## config.mk

```make
export PLATFORM = sky130hd
export DESIGN_NAME = vidTimingGen
export DESIGN_NICKNAME = d
export VERILOG_FILES = /design/src/rtl/vtg_pkg.sv /design/src/rtl/vtgCtrl.sv /design/src/rtl/vtgDatapath.sv /design/src/rtl/vidTimingGen.sv
export SDC_FILE = /design/constraint.sdc
export NUM_CORES = 1
export LEC_CHECK = 0
export ABC_AREA = 1
export BUFFER_PORTS_ARGS = -buffer_cell sky130_fd_sc_hd__buf_2
export CAP_MARGIN = 20
export CELL_PAD_IN_SITES_DETAIL_PLACEMENT = 0
export CELL_PAD_IN_SITES_GLOBAL_PLACEMENT = 1
export CORE_MARGIN = 1.5
export CORE_UTILIZATION = 38
export DETAILED_ROUTE_END_ITERATION = 10
export PLACE_DENSITY = 0.77
export SYNTH_ARGS = -nofsm -noshare
export SYNTH_HDL_FRONTEND = slang
export SYNTH_HIERARCHICAL = 1
export SYNTH_SLANG_ARGS = --single-unit
export TNS_END_PERCENT = 50
```

## constraint.sdc

```tcl
create_clock -name clk -period 3 [get_ports clk]
set_input_delay 0.3 -clock clk [delete_from_list [all_inputs] [get_ports clk]]
set_output_delay 0.3 -clock clk [all_outputs]
set_load 0.01 [all_outputs]
```

## src/rtl/vtg_pkg.sv

```systemverilog
`timescale 1ns/1ps
package vtg_pkg;
  // Segment order within a line and within a frame.
  typedef enum logic [1:0] {
    SEG_SYNC  = 2'd0,
    SEG_BACK  = 2'd1,
    SEG_ACT   = 2'd2,
    SEG_FRONT = 2'd3
  } seg_e;

  // Control -> datapath strobes.
  typedef struct packed {
    logic load;      // begin a frame/field at the next edge
    logic loadEven;  // that frame uses the even vertical set
    logic curEven;   // current frame uses the even vertical set
    logic running;   // a frame is in progress
  } vtg_strobe_t;

  // Datapath -> control events.
  typedef struct packed {
    logic lineEnd;   // last cycle of a line
    logic frameEnd;  // last cycle of a running frame
    logic fpEnter;   // last cycle before vertical front porch
  } vtg_event_t;
endpackage

```

## src/rtl/vtgCtrl.sv

```systemverilog
`timescale 1ns/1ps
module vtgCtrl
  import vtg_pkg::*;
#(
  parameter int SEG_W  = 12,
  parameter int ADDR_W = 4,
  parameter int DATA_W = 32
) (
  input  logic                     clk,
  input  logic                     rstN,
  input  logic                     regWe,
  input  logic [ADDR_W-1:0]        regAddr,
  input  logic [DATA_W-1:0]        regWdata,
  output logic [DATA_W-1:0]        regRdata,
  input  vtg_event_t               evt,
  output vtg_strobe_t              strb,
  output logic                     pipeEn,
  output logic [3:0][SEG_W-1:0]    hLen,
  output logic [3:0][SEG_W-1:0]    vLenOdd,
  output logic [3:0][SEG_W-1:0]    vLenEven,
  output logic                     fifoRst,
  output logic                     irq
);
  localparam int HI = 16;
  localparam logic [ADDR_W-1:0] A_CTRL = ADDR_W'(0);
  localparam logic [ADDR_W-1:0] A_SCAN = ADDR_W'(1);
  localparam logic [ADDR_W-1:0] A_HA   = ADDR_W'(2);
  localparam logic [ADDR_W-1:0] A_HB   = ADDR_W'(3);
  localparam logic [ADDR_W-1:0] A_VOA  = ADDR_W'(4);
  localparam logic [ADDR_W-1:0] A_VOB  = ADDR_W'(5);
  localparam logic [ADDR_W-1:0] A_VEA  = ADDR_W'(6);
  localparam logic [ADDR_W-1:0] A_VEB  = ADDR_W'(7);
  localparam logic [ADDR_W-1:0] A_IEN  = ADDR_W'(8);
  localparam logic [ADDR_W-1:0] A_IST  = ADDR_W'(9);

  logic lineAlign, runReq, contMode, ilace, irqEn, irqStat;
  logic running, fieldReg;
  logic startNow, contNow, stopNow;
  logic [SEG_W-1:0] loField, hiField;

  wire unusedWdata = &{1'b0, regWdata};

  assign loField = regWdata[SEG_W-1:0];
  assign hiField = regWdata[HI +: SEG_W];

  function automatic logic wrAt(input logic [ADDR_W-1:0] a);
    return regWe && (regAddr == a);
  endfunction

  // Frame sequencing
  assign startNow = !running && runReq && pipeEn && (!lineAlign || evt.lineEnd);
  assign contNow  = running && evt.frameEnd && runReq && contMode && pipeEn;
  assign stopNow  = running && (!pipeEn || (evt.frameEnd && !contNow));

  assign strb.load     = startNow || contNow;
  assign strb.loadEven = contNow && ilace && !fieldReg;
  assign strb.curEven  = ilace && fieldReg;
  assign strb.running  = running;

  assign irq = irqStat && irqEn;

  always_ff @(posedge clk) begin
    if (!rstN) begin
      pipeEn <= 1'b0; lineAlign <= 1'b0; runReq <= 1'b0; contMode <= 1'b0;
      ilace <= 1'b0; irqEn <= 1'b0; irqStat <= 1'b0; running <= 1'b0;
      fieldReg <= 1'b0; fifoRst <= 1'b0;
      hLen <= '0; vLenOdd <= '0; vLenEven <= '0;
    end else begin
      fifoRst <= wrAt(A_CTRL) && regWdata[0] && regWdata[1];
      if (wrAt(A_CTRL)) begin
        pipeEn    <= regWdata[0];
        lineAlign <= regWdata[2];
      end
      if (wrAt(A_SCAN)) begin
        runReq   <= regWdata[0];
        contMode <= regWdata[1];
        ilace    <= regWdata[2];
      end else if (running && evt.frameEnd && !contMode) begin
        runReq <= 1'b0;
      end
      if (wrAt(A_HA))  begin hLen[SEG_BACK]      <= loField; hLen[SEG_SYNC]      <= hiField; end
      if (wrAt(A_HB))  begin hLen[SEG_FRONT]     <= loField; hLen[SEG_ACT]       <= hiField; end
      if (wrAt(A_VOA)) begin vLenOdd[SEG_BACK]   <= loField; vLenOdd[SEG_SYNC]   <= hiField; end
      if (wrAt(A_VOB)) begin vLenOdd[SEG_FRONT]  <= loField; vLenOdd[SEG_ACT]    <= hiField; end
      if (wrAt(A_VEA)) begin vLenEven[SEG_BACK]  <= loField; vLenEven[SEG_SYNC]  <= hiField; end
      if (wrAt(A_VEB)) begin vLenEven[SEG_FRONT] <= loField; vLenEven[SEG_ACT]   <= hiField; end
      if (wrAt(A_IEN)) irqEn <= regWdata[0];
      if (evt.fpEnter)                        irqStat <= 1'b1;
      else if (wrAt(A_IST) && regWdata[0])    irqStat <= 1'b0;
      if (startNow) begin
        running  <= 1'b1;
        fieldReg <= 1'b0;
      end else if (contNow) begin
        fieldReg <= ilace && !fieldReg;
      end else if (stopNow) begin
        running  <= 1'b0;
        fieldReg <= 1'b0;
      end
    end
  end

  always_comb begin
    regRdata = '0;
    unique case (regAddr)
      A_CTRL: begin regRdata[0] = pipeEn; regRdata[2] = lineAlign; end
      A_SCAN: begin regRdata[0] = runReq || running; regRdata[1] = contMode; regRdata[2] = ilace; end
      A_HA:   begin regRdata[SEG_W-1:0] = hLen[SEG_BACK];      regRdata[HI +: SEG_W] = hLen[SEG_SYNC];     end
      A_HB:   begin regRdata[SEG_W-1:0] = hLen[SEG_FRONT];     regRdata[HI +: SEG_W] = hLen[SEG_ACT];      end
      A_VOA:  begin regRdata[SEG_W-1:0] = vLenOdd[SEG_BACK];   regRdata[HI +: SEG_W] = vLenOdd[SEG_SYNC];  end
      A_VOB:  begin regRdata[SEG_W-1:0] = vLenOdd[SEG_FRONT];  regRdata[HI +: SEG_W] = vLenOdd[SEG_ACT];   end
      A_VEA:  begin regRdata[SEG_W-1:0] = vLenEven[SEG_BACK];  regRdata[HI +: SEG_W] = vLenEven[SEG_SYNC]; end
      A_VEB:  begin regRdata[SEG_W-1:0] = vLenEven[SEG_FRONT]; regRdata[HI +: SEG_W] = vLenEven[SEG_ACT];  end
      A_IEN:  regRdata[0] = irqEn;
      A_IST:  regRdata[0] = irqStat;
      default: regRdata = '0;
    endcase
  end
endmodule

```

## src/rtl/vtgDatapath.sv

```systemverilog
`timescale 1ns/1ps
module vtgDatapath
  import vtg_pkg::*;
#(
  parameter int SEG_W = 12
) (
  input  logic                  clk,
  input  logic                  rstN,
  input  logic                  pipeEn,
  input  vtg_strobe_t           strb,
  input  logic [3:0][SEG_W-1:0] hLen,
  input  logic [3:0][SEG_W-1:0] vLenOdd,
  input  logic [3:0][SEG_W-1:0] vLenEven,
  output vtg_event_t            evt,
  output logic                  pixReq,
  output logic                  vStart,
  output logic                  hsync,
  output logic                  vsync,
  output logic                  de,
  output logic                  field
);
  localparam logic [SEG_W-1:0] ONE = SEG_W'(1);

  seg_e hSeg, vSeg;
  logic [SEG_W-1:0] hCnt, vCnt;
  logic [3:0][SEG_W-1:0] vCur, vNew;
  logic hLast, vLast, lineEnd;
  seg_e hNext, vNext;

  function automatic logic [SEG_W-1:0] effLen(input logic [SEG_W-1:0] v);
    return (v == '0) ? ONE : v;
  endfunction

  assign vCur  = strb.curEven  ? vLenEven : vLenOdd;
  assign vNew  = strb.loadEven ? vLenEven : vLenOdd;
  assign hLast = (hCnt <= ONE);
  assign vLast = (vCnt <= ONE);
  assign hNext = seg_e'(hSeg + 2'd1);
  assign vNext = seg_e'(vSeg + 2'd1);

  assign lineEnd      = pipeEn && (hSeg == SEG_FRONT) && hLast;
  assign evt.lineEnd  = lineEnd;
  assign evt.frameEnd = strb.running && lineEnd && (vSeg == SEG_FRONT) && vLast;
  assign evt.fpEnter  = strb.running && lineEnd && (vSeg == SEG_ACT) && vLast;

  // Horizontal segment counter: free-runs while the pipe is enabled.
  always_ff @(posedge clk) begin
    if (!rstN) begin
      hSeg <= SEG_SYNC;
      hCnt <= '0;
    end else if (!pipeEn || strb.load) begin
      hSeg <= SEG_SYNC;
      hCnt <= effLen(hLen[SEG_SYNC]);
    end else if (hLast) begin
      hSeg <= hNext;
      hCnt <= effLen(hLen[hNext]);
    end else begin
      hCnt <= hCnt - ONE;
    end
  end

  // Vertical segment counter: advances once per line of a running frame.
  always_ff @(posedge clk) begin
    if (!rstN) begin
      vSeg <= SEG_SYNC;
      vCnt <= '0;
    end else if (strb.load) begin
      vSeg <= SEG_SYNC;
      vCnt <= effLen(vNew[SEG_SYNC]);
    end else if (strb.running && lineEnd) begin
      if (vLast) begin
        vSeg <= vNext;
        vCnt <= effLen(vCur[vNext]);
      end else begin
        vCnt <= vCnt - ONE;
      end
    end
  end

  assign pixReq = strb.running && (hSeg == SEG_ACT) && (vSeg == SEG_ACT);

  // Output stage: one cycle behind the request timebase.
  always_ff @(posedge clk) begin
    if (!rstN) begin
      vStart <= 1'b0; hsync <= 1'b0; vsync <= 1'b0; de <= 1'b0; field <= 1'b0;
    end else begin
      vStart <= strb.load;
      hsync  <= strb.running && (hSeg == SEG_SYNC);
      vsync  <= strb.running && (vSeg == SEG_SYNC);
      de     <= pixReq;
      field  <= strb.running && strb.curEven;
    end
  end
endmodule

```

## src/rtl/vidTimingGen.sv

```systemverilog
`timescale 1ns/1ps
module vidTimingGen
  import vtg_pkg::*;
#(
  parameter int SEG_W  = 12,
  parameter int ADDR_W = 4,
  parameter int DATA_W = 32
) (
  input  logic              clk,
  input  logic              rstN,
  input  logic              regWe,
  input  logic [ADDR_W-1:0] regAddr,
  input  logic [DATA_W-1:0] regWdata,
  output logic [DATA_W-1:0] regRdata,
  output logic              pixReq,
  output logic              vStart,
  output logic              hsync,
  output logic              vsync,
  output logic              de,
  output logic              field,
  output logic              fifoRst,
  output logic              irq
);
  vtg_strobe_t           strb;
  vtg_event_t            evt;
  logic                  pipeEn;
  logic [3:0][SEG_W-1:0] hLen, vLenOdd, vLenEven;

  vtgCtrl #(.SEG_W(SEG_W), .ADDR_W(ADDR_W), .DATA_W(DATA_W)) u_ctrl (
    .clk(clk), .rstN(rstN), .regWe(regWe), .regAddr(regAddr), .regWdata(regWdata),
    .regRdata(regRdata), .evt(evt), .strb(strb), .pipeEn(pipeEn), .hLen(hLen),
    .vLenOdd(vLenOdd), .vLenEven(vLenEven), .fifoRst(fifoRst), .irq(irq)
  );

  vtgDatapath #(.SEG_W(SEG_W)) u_dp (
    .clk(clk), .rstN(rstN), .pipeEn(pipeEn), .strb(strb), .hLen(hLen),
    .vLenOdd(vLenOdd), .vLenEven(vLenEven), .evt(evt), .pixReq(pixReq),
    .vStart(vStart), .hsync(hsync), .vsync(vsync), .de(de), .field(field)
  );
endmodule

```

Word level (Yosys, flattened, before mapping)
Index checks and enable logic that the tools add are counted.
{"block": "op_classes", "n_addsub": 4, "order_cmp": 4, "eq_ne": 14, "mux": 28, "n_bitwise": 1, "reduce_logical": 68}
{"op": "$mux 12", "count": 12}
{"op": "$pmux 12 s6", "count": 1}
{"op": "$pmux 9 s6", "count": 1}
{"op": "$bmux 12 s2", "count": 2}
{"op": "$logic_not 12->1", "count": 4}
{"op": "$mux 48", "count": 1}
{"op": "$logic_and 1x1->1", "count": 40}
{"op": "$le 12x1->1 const B", "count": 2}
{"op": "$sub 12x1->12 const B", "count": 2}
{"op": "$eq 4x3->1 const B", "count": 4}
{"op": "$pmux 1 s10", "count": 1}
{"op": "$reduce_bool 2->1", "count": 5}
{"op": "$eq 2x2->1 const B", "count": 4}
{"op": "$eq 4x2->1 const B", "count": 2}
{"op": "$eq 4x4->1 const B", "count": 2}
{"op": "$mux 1", "count": 8}
{"op": "$pmux 1 s8", "count": 1}
{"op": "$pmux 1 s7", "count": 1}
{"op": "$logic_not 1->1", "count": 6}
{"op": "$lt 2x3->1 const B", "count": 2}
{"op": "$reduce_or 2->1", "count": 3}
{"op": "$logic_or 1x1->1", "count": 5}
{"op": "$add 2x1->2 const B", "count": 2}
{"op": "$eq 4x1->1 const B", "count": 1}
{"op": "5 further kinds", "count": 7}
{"block": "totals", "regBits": 187, "out_inout_bits": 40, "wordCells": 150}

Depth between registers and ports, before layout
{"block": "logic_depth", "ltp_word": 17, "mapped_depth": 25}

Cells and area by module
Netlist, hierarchy kept.
{"module": "vtgCtrl", "n_inst": 1, "cells_per_inst": 1144, "area_each_um2": 7303.3, "seq_area_each_um2": 3083.0}
{"module": "vtgDatapath", "n_inst": 1, "cells_per_inst": 708, "area_each_um2": 3787.4, "seq_area_each_um2": 660.6}

Worst setup path after synthesis
OpenSTA, ideal clock, no wires.
{"block": "synth_path", "kind": "register -> register", "from": "register u_dp.hCnt[0]", "to": "register u_dp.vCnt[0]", "arrival_ns": 2.884, "path_slack_ns": 0.045, "stages_incl_launch_ff": 24, "path_buffers": 1, "period_less_slack_ns": 2.955, "cell_sequence": "dfxtp_1 -> inv_1 -> ha_1 -> nor2_1 -> nor3_1 -> nand2_2 -> nor3_4 -> nand2_2 -> nor2_1 -> inv_1 -> nor2_1 -> nand2_1 -> nor3_1 -> nand2_1 -> inv_1 -> clkbuf_1 -> o21ai_0 -> nor4_1 -> nand3b_1 -> nand3_1 -> nand2_1 -> inv_1 -> nand2_1 -> a21oi_1"}
{"element": "start, declared", "line": "vtgDatapath.sv:25", "text": "logic [SEG_W-1:0] hCnt, vCnt;"}
{"element": "start signal, assigned", "line": "vtgDatapath.sv:53", "text": "hCnt <= effLen(hLen[SEG_SYNC]);"}
{"element": "start signal, assigned", "line": "vtgDatapath.sv:56", "text": "hCnt <= effLen(hLen[hNext]);"}
{"element": "start signal, assigned", "line": "vtgDatapath.sv:58", "text": "hCnt <= hCnt - ONE;"}
{"element": "end signal, assigned", "line": "vtgDatapath.sv:69", "text": "vCnt <= effLen(vNew[SEG_SYNC]);"}
{"element": "end signal, assigned", "line": "vtgDatapath.sv:73", "text": "vCnt <= effLen(vCur[vNext]);"}
{"element": "end signal, assigned", "line": "vtgDatapath.sv:75", "text": "vCnt <= vCnt - ONE;"}
{"element": "end, declared", "line": "vtgDatapath.sv:25"}

==> results.toml <==
[finish]
syn2layout_area_growth_pct = 14.2
layout.cells.non_filler = 2280
final_common_cell = "nand2_1"
drive_gt1_share_pct = 10.9
antenna_cells = 0
fin_nets = 1932
fin_area_um2 = 12700
layout_common_cells = "nand2_1 (505), nor2_1 (304), inv_1 (197)"
final_util_pct = 44.1
fill_cells = 3167

[yosys]
yosysSeqAreaShare_pct = 33.8
synth_top_flop_cell = "dfxtp_1"
yosysTopAreaCell = "dfxtp_1"
synth_edf_count = 0
synthTopCellsByArea = "dfxtp_1 (34%), nand2_1 (17%), nor2_1 (10%)"
synth_top_area_share_pct = 33.8
ys_ff_latch = 187
ys_warn_count = 6
avgSynthCellArea_um2 = 5.99
synthDistinctLibCells = 42
netlist_instances = 1852
async_reset_ff_share_pct = 0
synth_area_um2 = 11100

[floorplan]
io_pins = 79
fp.dieArea_um2 = 30200
die_w_um = 174
start_util_pct = 38.6
die_h_um = 174
row_count = 62
core_area_um2 = 28700

[timing]
min_period_ns = 2.96
hold_viol = 0
tns_ns = 0
drv_slew = 0
fmax_mhz = 338
setup_viol = 0
skew_ns = 0.0144
tightest_slew_ns = 0.688
slew_headroom_pct = 54.0
rsz0062_at_grt = "yes"
fin_crit_sh_pct = 98.7

[worst_hold_path]
hold_path_depth = 3
hold_end = "u_ctrl/fifoRst$_SDFF_PN0_"
hp-class = "in2reg"
hp-start = "regWdata[1]"

[cts]
tritoncts = "done"
ctsHoldBuffers = 0
clk_pin_slew_worst_paths_ns = 0.08
insertion_delay_ns = 0.44
cts_buffers = 17
cts.sinks = 187
cts_root_buf = "clkbuf_16"
cts_max_path_buffers = 2
h-tree-depth = 4

[routing]
route.detailed.drc = 0
drt_iter0_drc = 1232
wl_per_cell_um = 17.8
viasPerCell = 5.19
vias = 11833
routed_wl_um = 40600
firstDrtPassIters = 6
ant_nets = 0

[critical_path]
worstPathMaxFanout = 6
regToRegStartpoint = "u_dp/hCnt[1]$_SDFF_PN0_"
worstReg2RegEnd = "u_dp/vCnt[0]$_SDFFE_PN0P_"
cp.required_ns = 3.36
critical_path_class = "reg2reg"
cp_data_arrival_time_ns = 3.32
cp-start-kind = "flop"
r2r_slack_ns = 0.04
worst-r2r-cell-count = 24
critPathCaptureType = "flop"

[job]
maxCapViolCount = 0

[grt]
antenna_found_initial = 2
grt_pass1_wl_um = 62800
first_global_vias = 10817
overflow = 0
grt_max_degree = 72
grt_util_all_layers_pct = 26.7

[placement]
port_buffers = 62
hpwlAfterDp_um = 28200
gp_congestion = 0.871
dpl.cell_count = 2241
place_area_um2 = 11900

[power]
p_leak_nw = 5.62
peakVddDrop_uv = 320
cellPowerDensity_nw_per_um2 = 428

[status]
status = "finished, final reports clean"
## critical path: stages (launching register included)
cell and delay (ns):
dfxtp_2 0.33, inv_2 0.08, ha_1 0.14, nor2_1 0.05, nor3_2 0.13, nand2_2 0.10, nor3_4 0.24, nand2_2 0.13
nor2_4 0.11, inv_2 0.06, nor2_4 0.08, nand2_2 0.07, nor3_2 0.12, nand2_1 0.10, inv_2 0.12, bufbuf_16 0.27
nand2_1 0.06, o21a_1 0.12, nor3_2 0.17, nand3b_1 0.09, nand3_1 0.08, nand2_1 0.05, inv_1 0.05, nand2_1 0.06
a21oi_2 0.10
## layer usage
metal  share of wire, %  wire length, um  GRT usage [%]
met1                 46            18500           36.8
met2                 45            18300           42.0
met3                6.0             2440           4.34
met4                3.1             1270           9.81
met5              0.067               27              0
## area by class of cell
class / count / area (um^2) / share of cell area [%]
clock inverters: 13 / 149 / 1.18
inverters: 209 / 787 / 6.21
multi-input cells: 1338 / 6090 / 48.1
clock buffers: 19 / 443 / 3.50
flip-flops and latches: 187 / 3750 / 29.6
repair buffers: 130 / 966 / 7.63
well taps: 384 / 480 / 3.79
## sequential cells by signal, summed over array words and instances, names as in the netlist, 2 cells and up
name and cells:
u_ctrl/hLen 48, u_ctrl/vLenEven 48, u_ctrl/vLenOdd 48, u_dp/hCnt 12, u_dp/vCnt 12, u_dp/hSeg 2, u_dp/vSeg 2
## cells by family after synthesis
family | count (synthesis) | share of synthesized area, %
AOI/OAI and AO/OA | 276 | 13.4
xor gates and xnor gates | 11 | 0.869
adders and majority gates | 10 | 1.13
buffers and inverters | 334 | 12.6
DFF | 187 | 33.8
other | 1 | 0.0338
and+or+nand+nor | 1033 | 38.2
## cell usage after synthesis (3+ instances only)
cell type and n:
nand2_1 507, nor2_1 310, inv_1 203, dfxtp_1 187
nand3_1 156, a21oi_1 123, o21ai_0 118, buf_2 55
clkbuf_1 46, nand4_1 32, buf_4 15, o22a_1 11
ha_1 10, o221ai_1 8, xor2_1 8, buf_1 7
nor3_1 7, nor2_2 5, nor4_1 5, inv_2 4
nand2_2 3, o211ai_1 3, o21ai_1 3, xnor2_1 3
## how the worst max path moves through the flow
stage / start / end / slack, ns / cells after the start
final: u_dp/hCnt[1]$_SDFF_PN0_ / u_dp/vCnt[0]$_SDFFE_PN0P_ / 0.04 / 24
after global routing: u_dp/hCnt[4]$_SDFF_PN0_ / u_dp/vCnt[0]$_SDFFE_PN0P_ / -0.20 / 23
after CTS: u_dp/hCnt[1]$_SDFF_PN0_ / u_dp/vCnt[0]$_SDFFE_PN0P_ / -0.02 / 24
after detailed placement: u_dp/hCnt[1]$_SDFF_PN0_ / u_dp/vCnt[0]$_SDFFE_PN0P_ / -0.19 / 23
after global placement: u_dp/hCnt[0]$_SDFF_PN0_ / u_dp/vCnt[0]$_SDFFE_PN0P_ / -0.14 / 23
after floorplan: u_dp/hCnt[0]$_SDFF_PN0_ / u_dp/vCnt[0]$_SDFFE_PN0P_ / 0.05 / 23
## stage by stage
stage	total power [mW]	hold WS (ns)	setup slack, ns
2_1_floorplan	2.91	0.435	0.0454
3_3_place_gp	3.11	0.464	-0.138
3_5_place_dp	3.11	0.468	-0.191
4_1_cts	5.45	0.170	-0.0159
5_1_grt	5.62	0.172	-0.200
6_report	5.42	0.194	0.0404
## timing repair
item / 4_1_cts / 5_1_grt
setup buffers: 1 / 4
gates cloned: 2 / 0
pin swaps: 7 / 8
hold endpoints to repair: 0 / 0
resized for setup: 19 / 20
endpoints found under the setup margin: 1 / 24
## power breakdown
part           leakage, nW  switching [mW]  internal (mW)  total, mW
clock network        0.293            1.13           1.21       2.34
logic                 3.81           0.375          0.152      0.527
registers             1.51          0.0319           2.52       2.55
No activity file was read; power rests on OpenSTA's default activity.
